==> src/rtl/alarm_tone_pkg.sv <==
package alarm_tone_pkg;
   // Burst pattern variants
   typedef enum logic {
      BURST_EVEN   = 1'b0,   // unit on, unit off
      BURST_SPARSE = 1'b1    // two units on, six units off
   } burst_mode_e;

   // Level qualifier variants
   typedef enum logic {
      QUAL_SYMMETRIC = 1'b0, // both edges need COUNT stable ticks
      QUAL_HOLD      = 1'b1  // assert after COUNT ticks, drop at once
   } qual_mode_e;
endpackage

==> src/rtl/alarm_sync.sv <==
module alarm_sync #(
   parameter int unsigned WIDTH  = 2,
   parameter int unsigned STAGES = 2
) (
   input  logic             clk,
   input  logic             rst_n,
   input  logic [WIDTH-1:0] din,
   output logic [WIDTH-1:0] dout
);
   if (STAGES < 2) begin : g_bad_stages
      $error("alarm_sync: STAGES must be at least 2");
   end

   logic [WIDTH-1:0] pipe [STAGES];

   always_ff @(posedge clk) begin
      if (!rst_n) begin
         pipe <= '{default: '0};
      end else begin
         pipe[0] <= din;
         for (int i = 1; i < STAGES; i++) begin
            pipe[i] <= pipe[i-1];
         end
      end
   end

   assign dout = pipe[STAGES-1];
endmodule

==> src/rtl/alarm_qualify.sv <==
module alarm_qualify
   import alarm_tone_pkg::*;
#(
   parameter qual_mode_e  MODE  = QUAL_SYMMETRIC,
   parameter int unsigned COUNT = 768
) (
   input  logic clk,
   input  logic rst_n,
   input  logic tick,
   input  logic level,
   output logic state
);
   localparam int unsigned CW = $clog2(COUNT + 1);

   if (COUNT < 1) begin : g_bad_count
      $error("alarm_qualify: COUNT must be at least 1");
   end

   logic [CW-1:0] cnt;

   if (MODE == QUAL_SYMMETRIC) begin : g_sym
      logic state_q;
      always_ff @(posedge clk) begin
         if (!rst_n) begin
            cnt     <= '0;
            state_q <= 1'b0;
         end else if (level == state_q) begin
            cnt <= '0;
         end else if (tick) begin
            if (cnt == CW'(COUNT - 1)) begin
               state_q <= level;
               cnt     <= '0;
            end else begin
               cnt <= cnt + 1'b1;
            end
         end
      end
      assign state = state_q;
   end else begin : g_hold
      always_ff @(posedge clk) begin
         if (!rst_n || !level) begin
            cnt <= '0;
         end else if (tick && (cnt != CW'(COUNT))) begin
            cnt <= cnt + 1'b1;
         end
      end
      assign state = (cnt == CW'(COUNT));
   end
endmodule

==> src/rtl/alarm_tone.sv <==
module alarm_tone #(
   parameter int unsigned CARRIER_DIV = 16,
   parameter int unsigned MOD_DIV     = 4096,
   parameter int unsigned ON_TICKS    = 16384,
   parameter int unsigned OFF_TICKS   = 16384
) (
   input  logic clk,
   input  logic rst_n,
   input  logic tick,
   input  logic enable,
   output logic tone
);
   localparam int unsigned PERIOD = ON_TICKS + OFF_TICKS;
   localparam int unsigned BW     = $clog2(PERIOD);
   localparam int unsigned CW     = $clog2(CARRIER_DIV);
   localparam int unsigned MW     = $clog2(MOD_DIV);

   logic [BW-1:0] burst_cnt;
   logic [CW-1:0] car_cnt;
   logic [MW-1:0] mod_cnt;

   always_ff @(posedge clk) begin
      if (!rst_n || !enable) begin
         burst_cnt <= '0;
         car_cnt   <= '0;
         mod_cnt   <= '0;
      end else if (tick) begin
         if (burst_cnt == BW'(PERIOD - 1)) begin
            // new burst: every phase restarts together
            burst_cnt <= '0;
            car_cnt   <= '0;
            mod_cnt   <= '0;
         end else begin
            burst_cnt <= burst_cnt + 1'b1;
            car_cnt   <= (car_cnt == CW'(CARRIER_DIV - 1)) ? '0 : car_cnt + 1'b1;
            mod_cnt   <= (mod_cnt == MW'(MOD_DIV - 1))     ? '0 : mod_cnt + 1'b1;
         end
      end
   end

   assign tone = enable
               && (burst_cnt < BW'(ON_TICKS))
               && (mod_cnt   < MW'(MOD_DIV / 2))
               && (car_cnt   < CW'(CARRIER_DIV / 2));
endmodule

==> src/rtl/alarm_tone_gen.sv <==
module alarm_tone_gen
   import alarm_tone_pkg::*;
#(
   parameter logic        ACTIVE_LEVEL = 1'b0,
   parameter int unsigned CARRIER_DIV  = 16,
   parameter int unsigned MOD_DIV      = 4096,
   parameter burst_mode_e BURST_MODE   = BURST_EVEN,
   parameter int unsigned BURST_UNIT   = 16384,
   parameter int unsigned DEB_TICKS    = 768,
   parameter int unsigned MT_TICKS     = 1049,
   parameter int unsigned TEST_DIV     = 256,
   parameter int unsigned SYNC_STAGES  = 2
) (
   input  logic clk,
   input  logic rst_n,
   input  logic tick_en,
   input  logic pad_drv,
   input  logic pad_lvl,
   output logic alarm_active,
   output logic tone_out,
   output logic mtest_req,
   output logic test_out
);
   localparam int unsigned TW = $clog2(TEST_DIV);

   if ((CARRIER_DIV < 2) || (CARRIER_DIV % 2 != 0)) begin : g_bad_car
      $error("alarm_tone_gen: CARRIER_DIV must be even and at least 2");
   end
   if ((MOD_DIV < 2) || (MOD_DIV % 2 != 0)) begin : g_bad_mod
      $error("alarm_tone_gen: MOD_DIV must be even and at least 2");
   end
   if ((TEST_DIV < 2) || (TEST_DIV % 2 != 0)) begin : g_bad_test
      $error("alarm_tone_gen: TEST_DIV must be even and at least 2");
   end
   if (BURST_UNIT < 1) begin : g_bad_unit
      $error("alarm_tone_gen: BURST_UNIT must be at least 1");
   end
   if (MT_TICKS <= DEB_TICKS) begin : g_bad_mt
      $error("alarm_tone_gen: MT_TICKS must exceed DEB_TICKS");
   end

   // pad synchronization
   logic [1:0] pad_s;
   logic       drv_s, lvl_s;

   alarm_sync #(.WIDTH(2), .STAGES(SYNC_STAGES)) u_sync (
      .clk  (clk),
      .rst_n(rst_n),
      .din  ({pad_drv, pad_lvl}),
      .dout (pad_s)
   );
   assign {drv_s, lvl_s} = pad_s;

   logic at_active, at_opposite, pad_open;
   assign at_active   = drv_s && (lvl_s == ACTIVE_LEVEL);
   assign at_opposite = drv_s && (lvl_s != ACTIVE_LEVEL);
   assign pad_open    = !drv_s;

   // alarm debounce and motor-test hold detection
   alarm_qualify #(.MODE(QUAL_SYMMETRIC), .COUNT(DEB_TICKS)) u_deb (
      .clk  (clk),
      .rst_n(rst_n),
      .tick (tick_en),
      .level(at_active),
      .state(alarm_active)
   );

   alarm_qualify #(.MODE(QUAL_HOLD), .COUNT(MT_TICKS)) u_mt (
      .clk  (clk),
      .rst_n(rst_n),
      .tick (tick_en),
      .level(at_opposite),
      .state(mtest_req)
   );

   // tone shaper, burst pattern chosen by parameter
   if (BURST_MODE == BURST_EVEN) begin : g_even
      alarm_tone #(
         .CARRIER_DIV(CARRIER_DIV), .MOD_DIV(MOD_DIV),
         .ON_TICKS(BURST_UNIT), .OFF_TICKS(BURST_UNIT)
      ) u_tone (
         .clk(clk), .rst_n(rst_n), .tick(tick_en),
         .enable(alarm_active), .tone(tone_out)
      );
   end else begin : g_sparse
      alarm_tone #(
         .CARRIER_DIV(CARRIER_DIV), .MOD_DIV(MOD_DIV),
         .ON_TICKS(2 * BURST_UNIT), .OFF_TICKS(6 * BURST_UNIT)
      ) u_tone (
         .clk(clk), .rst_n(rst_n), .tick(tick_en),
         .enable(alarm_active), .tone(tone_out)
      );
   end

   // test square wave while the pad is open
   logic [TW-1:0] test_cnt;

   always_ff @(posedge clk) begin
      if (!rst_n || !pad_open) begin
         test_cnt <= '0;
      end else if (tick_en) begin
         test_cnt <= (test_cnt == TW'(TEST_DIV - 1)) ? '0 : test_cnt + 1'b1;
      end
   end

   assign test_out = pad_open && (test_cnt < TW'(TEST_DIV / 2));
endmodule

==> config.mk <==
export PLATFORM = sky130hd
export DESIGN_NAME = alarm_tone_gen
export DESIGN_NICKNAME = d
export VERILOG_FILES = /design/src/rtl/alarm_tone_pkg.sv /design/src/rtl/alarm_sync.sv /design/src/rtl/alarm_qualify.sv /design/src/rtl/alarm_tone.sv /design/src/rtl/alarm_tone_gen.sv
export SDC_FILE = /design/constraint.sdc
export NUM_CORES = 1
export LEC_CHECK = 0
export BUFFER_PORTS_ARGS = -buffer_cell sky130_fd_sc_hd__clkbuf_2
export CAP_MARGIN = 20
export CORE_MARGIN = 1.5
export CORE_UTILIZATION = 30
export DETAILED_ROUTE_END_ITERATION = 12
export REMOVE_ABC_BUFFERS = 1
export SLEW_MARGIN = 25
export SYNTH_ARGS = -nofsm -noshare
export SYNTH_HDL_FRONTEND = slang
export SYNTH_HIERARCHICAL = 1
export SYNTH_SLANG_ARGS = --single-unit
==> constraint.sdc <==
create_clock -name clk -period 4.2 [get_ports clk]
set_clock_uncertainty 0.15 [all_clocks]
set_input_delay 0.42 -clock clk [delete_from_list [all_inputs] [get_ports clk]]
set_output_delay 0.42 -clock clk [all_outputs]
set_load 0.1 [all_outputs]
Yosys cells after proc, flatten, opt, wreduce, memory -nomap -nowiden
Index checks and enable logic that the tools add are counted.
Storage, ports and cells
  bits in registers: 65
  word-level logic and storage cells: 53
Operators by class
  add/sub/neg operators: 6
  magnitude comparators: 4
  equal/unequal tests: 8
  muxes and demuxes: 7
  bitwise gates (word level): 3
  reduce and logical (&&, ||, !) cells: 16
Operators by type and width (number)
  12-bit two-way mux: 2
  15-bit by 1-bit adder with 15-bit output, second input constant: 1
  15-bit equality test, second input constant: 1
  15-bit less-than comparator, second input constant: 1
  15-bit two-way mux: 1
  12-bit by 1-bit adder with 12-bit output, second input constant: 1
  12-bit equality test, second input constant: 1
  12-bit less-than comparator, second input constant: 1
  11-bit by 1-bit adder with 11-bit output, second input constant: 1
  11-bit equality test, second input constant: 1
  11-bit != test, second input constant: 1
  10-bit by 1-bit adder with 10-bit output, second input constant: 1
  10-bit equality test, second input constant: 1
  10-bit two-way mux: 1
  8-bit by 1-bit adder with 8-bit output, second input constant: 1
  8-bit equality test, second input constant: 1
  8-bit less-than comparator, second input constant: 1
  4-bit two-way mux: 2
  8-bit two-way mux: 1
  1-bit logical AND: 7
  4-bit by 1-bit adder with 4-bit output, second input constant: 1
  4-bit equality test, second input constant: 1
  1-bit zero test: 4
  4-bit less-than comparator, second input constant: 1
  other kinds (5): 9

Logic depth before layout (Yosys ltp)
  depth in word-level cells: 5
  gate-level depth with buffers: 7
  depth with buffers taken out: 5

By module
Netlist, hierarchy kept.
Modules (own cells, without submodules)
  alarm_tone: times used 1, cells each 178, area each 1508.9 µm², seq. area each 620.6 µm²
  alarm_qualify (u_mt): times used 1, cells each 64, area each 564.3 µm², seq. area each 220.2 µm²
  alarm_qualify (u_deb): times used 1, cells each 53, area each 528.0 µm², seq. area each 220.2 µm²
  alarm_tone_gen: times used 1, cells each 43, area each 400.4 µm², seq. area each 160.2 µm²
  alarm_sync: times used 1, cells each 10, area each 120.1 µm², seq. area each 80.1 µm²

Least setup slack after synthesis
OpenSTA, ideal clock, no wires.
  kind: reg-to-output
  start point: reg u_deb.g_sym.state_q, in the netlist u_deb/state
  end point: out tone_out
  arrival time: 4.154 ns
  slack: -0.524 ns
  cell stages (with the launch flop): 2
  cell sequence: dfxtp_1 nor4b_1
Between the ends
  cells in the longest elaborated chain, start to end: 3
RTL lines
  start: declaration: line alarm_qualify.sv:22  | logic state_q;
  start signal: assignment: line alarm_qualify.sv:31  | state_q <= level;
  1-bit logical AND: line alarm_tone.sv:42  | && (burst_cnt < BW'(ON_TICKS))
  1-bit logical AND: line alarm_tone.sv:43  | && (mod_cnt < MW'(MOD_DIV / 2))
  1-bit logical AND: line alarm_tone.sv:44  | && (car_cnt < CW'(CARRIER_DIV / 2));
  end: declaration: line alarm_tone_gen.sv:20  | output logic tone_out,
No other way between the ends.

Final worst setup path
  start point: reg u_mt.cnt[7]
  end point: out mtest_req
Between the ends
  cells in the longest elaborated chain, start to end: 1
RTL lines
  start: declaration: line alarm_qualify.sv:19  | logic [CW-1:0] cnt;
  start signal: assignment: line alarm_qualify.sv:44  | cnt <= cnt + 1'b1;
  11-bit equality test: line alarm_qualify.sv:47  | assign state = (cnt == CW'(COUNT));
  end: declaration: line alarm_tone_gen.sv:21  | output logic mtest_req,
No other way between the ends.

==> results.md <==
• 2494 — count of vias placed by the detailed router
• 2 — CTS max path bufs
• 370 — number of nets in the layout
• sky130_fd_sc_hd__dfxtp_1 — most instantiated flip-flop cell in the synthesis netlist
• 6 — yosys warns
• 41.7% — sequential share of the synthesized area
• 348 — Synth Instances
• sky130_fd_sc_hd__clkbuf_8 — cell at the root of the clock tree
• 6 — Max Fanout on Critical Path
• sky130_fd_sc_hd__or4_4 — cell type of the slowest stage on the worst timing path
• 0.00312 sq mm — Syn Std Cell Area
• 0% — async set-or-reset flop fraction in the synthesized netlist
• 0.59 ns — CP max stage delay
• register to output port — Setup CP Type
• 6.02 mm — Total Wirelength
• 1.08 nW — Pleak
• 5.01 — average vias per placed instance
• 0 — diode count
• 387 MHz — Highest Clock Rate
• 0 — Final Slew Violations
• 4.09 mm — Final HPWL DP
• 65 — clock sink count
• 158 — DRC violation total after the first TritonRoute iteration
• 11.5% — gr usage total
• 2.58 ns — post-route minimum period
• 11.3% — Area growth, synth to finish
• 0 — buffers inserted during post-CTS setup optimization
• 61.5% — share of the cycle needed by the critical path after routing
• 2.01 ns — Data arrival, critical path
• u_sync/pipe[2] — Hold Path End
• 0.0102 sq mm — area of the core
• 65 — count of state elements after synthesis
• 0.00130 sq mm — register area
• 37 — count of standard-cell rows
• 9 — Boundary Pins
• 105 microns — Horiz. Die Dim
• 0 — Maximum Capacitance Violations
• 2.14 ns — reg2reg setup slack
• 0 — Final Hold Viols
• 30.5% — effective utilization at floorplan
• 0.771 — GPL Wtd Cong
• 0.000152 V — worst supply voltage drop on vdd
• false — unrepaired setup endpoints after global routing
• 0 — Remaining Overflow, GRT
• 12.2% — share of layout cells above drive strength 1
• 105 microns — die height
• 0 — Final Setup Violations
• register — launching element type of the critical path
• 56 — Unique masters post-synth
• 33 — largest net degree at the start of global routing
• input port to register — class of the worst hold path
• 0 — count of unresolved DRC violations after routing
• built — clock tree from TritonCTS
• 0 — antenna violations before repair
• 1034 — fillcell total
• output port — CP Capture Type
• 0.0110 sq mm — Die Outline Area
• finished, final reports clean — outcome
• 8 — number of I/O port buffers
• pad_lvl — source of the worst hold timing path
• 12.1 microns — average wire length per cell after detail routing
• 0.00173 sq mm — footprint of the multi-input gates
• 0 — CTS-repair resized insts
• 0 — number of enable-type register cells in the synthesized netlist
• 0.08 ns — Clk pin slew, worst setup/hold paths
• 4 — Initial DRT Pass Iterations
• 0 — count of hold-fix buffers inserted at cts
• 3.63 ns — Worst Path Required
• g_even.u_tone/burst_cnt[5] — Worst R2R Start
• 338 mW/mm^2 — power per cell area
• 0 — remaining antenna violation count
• 9 — TritonCTS buffer count
• 0.555 ns — transition at the pin with the smallest max-transition slack
• 8.97 sq um — average cell area after synthesis
• 10.6 mm — first-pass GRT wire length
• 3 — H-Tree Depth
• 2379 — vias in the first global route
• or4_4 > nor3_1 > clkbuf_2 — list of cells traversed by the critical path
• 4 — Worst Reg2Reg Path Length in Cells
• 33.9% — utilization after layout
• 0.00118 W — total power after layout
• 0.33 ns — insertion delay to the later sink of the worst-skew pair
• 62.6% — worst slew slack as a fraction of its limit
• 2 — number of stages on the worst hold path
• g_even.u_tone/car_cnt[3] — worst flop-to-flop path endpoint
-- cells in the mapped netlist, types with 3 or more instances --
| library cell | count | area [sq um] |
|---|---|---|
| sky130_fd_sc_hd__dfxtp_1 | 65 | 1300 |
| sky130_fd_sc_hd__nor2_1 | 39 | 146 |
| sky130_fd_sc_hd__nand2_1 | 25 | 93.8 |
| sky130_fd_sc_hd__a21oi_1 | 19 | 95.1 |
| sky130_fd_sc_hd__xor2_1 | 19 | 166 |
| sky130_fd_sc_hd__nand4_1 | 16 | 100 |
| sky130_fd_sc_hd__nand3_1 | 15 | 75.1 |
| sky130_fd_sc_hd__xnor2_1 | 13 | 114 |
| sky130_fd_sc_hd__o21ai_0 | 11 | 55.1 |
| sky130_fd_sc_hd__nand2b_1 | 9 | 56.3 |
| sky130_fd_sc_hd__nor3_1 | 9 | 45.0 |
| sky130_fd_sc_hd__inv_1 | 8 | 30.0 |
| sky130_fd_sc_hd__or3_1 | 8 | 50.1 |
| sky130_fd_sc_hd__or4_1 | 8 | 60.1 |
| sky130_fd_sc_hd__ha_1 | 7 | 87.6 |
| sky130_fd_sc_hd__and2_1 | 6 | 37.5 |
| sky130_fd_sc_hd__nor4_1 | 6 | 37.5 |
| sky130_fd_sc_hd__o31ai_1 | 6 | 45.0 |
| sky130_fd_sc_hd__and3_1 | 3 | 18.8 |
| sky130_fd_sc_hd__buf_2 | 3 | 15.0 |
| sky130_fd_sc_hd__buf_4 | 3 | 22.5 |
| sky130_fd_sc_hd__clkbuf_1 | 3 | 11.3 |
| sky130_fd_sc_hd__mux2i_1 | 3 | 30.0 |
| sky130_fd_sc_hd__nand4_2 | 3 | 37.5 |
-- registers in the layout, indices dropped and copies added (netlist names) --
| signal | count |
|---|---|
| g_even.u_tone/burst_cnt | 15 |
| g_even.u_tone/car_cnt | 4 |
| g_even.u_tone/mod_cnt | 12 |
| test_cnt | 8 |
| u_deb/cnt | 10 |
| u_deb/state | 1 |
| u_mt/cnt | 11 |
| u_sync/dout | 2 |
| u_sync/pipe | 2 |
-- worst max-delay path: cells and delay by family, from the launching register on --
kind / cells / cell delay (ns)
buf+inv: 1 / 0.50
flops: 1 / 0.36
simple gates: 2 / 0.81
-- cells by family (layout without fill, tap and decap cells) --
kind of cell	count (synthesis)	in the layout	share of synthesized area [%]
simple gates	169	169	31.1
flops	65	65	41.7
compound gates	54	54	11.6
xor+xnor	32	32	8.98
buf+inv	18	32	2.89
fa+ha+maj	7	7	2.81
mux	3	3	0.962
-- layout by cell type (no fill, tap or decap), drive strengths merged, types with 2 or more instances in the layout --
master | synthesis | final
a211oi | 2 | 2
a21oi | 20 | 20
a311oi | 2 | 2
a31o | 2 | 2
a31oi | 2 | 2
a41oi | 2 | 2
and2 | 7 | 7
and3 | 3 | 3
clkbuf | 3 | 18
clkinv | 0 | 3
dfxtp | 65 | 65
ha | 7 | 7
inv | 8 | 8
mux2i | 3 | 3
nand2 | 26 | 26
nand2b | 9 | 9
nand3 | 17 | 17
nand4 | 20 | 20
nand4b | 2 | 2
nor2 | 39 | 39
nor2b | 2 | 2
nor3 | 10 | 10
nor4 | 6 | 6
o21ai | 11 | 11
o31ai | 6 | 6
or3 | 10 | 10
or4 | 10 | 10
xnor2 | 13 | 13
xor2 | 19 | 19
-- report_power, final --
part | switching (W) | internal, W
logic | 0.0000192 | 0.0000106
registers | 0.00000388 | 0.000620
clock network | 0.000236 | 0.000286
-- layer usage --
metal	up-vias	track usage [%]	routed length (microns)
li1	1280	-	-
met1	1173	15.0	2980
met2	31	18.3	2800
met3	10	1.87	151
met4	0	5.87	85
met5	-	0	0
-- how the worst max path moves through the flow --
stage | slack [ns] | end | from | cells past startpoint
final | 1.62 | mtest_req | u_mt/cnt[7] | 3
after global routing | 1.53 | mtest_req | u_mt/cnt[0] | 4
after CTS | 1.61 | mtest_req | u_mt/cnt[7] | 3
after detailed placement | 1.84 | g_even.u_tone/mod_cnt[8] | tick_en | 6
after global placement | 1.87 | g_even.u_tone/mod_cnt[8] | tick_en | 6
after floorplan | -0.52 | tone_out | u_deb/state | 1
-- stage by stage --
step,setup WS (ns),setup TNS [ns],hold slack (ns),instances,area (sq um)
global placement,1.87,0,0.264,483,3280
floorplan,-0.524,-0.524,0.262,338,3060
global route,1.53,0,0.144,498,3470
finish,1.62,0,0.147,498,3470
CTS,1.61,0,0.132,498,3470
detailed placement,1.84,0,0.270,483,3280
-- layout make-up --
class,instances,area share [%]
Multi-Input combinational cell,265,49.8
Sequential cell,65,37.5
Tap cell,136,4.90
Clock buffer,10,3.96
Clock inverter,5,1.62
Timing Repair Buffer,9,1.37
Inverter,8,0.865
(Power assumes the default switching activity.)
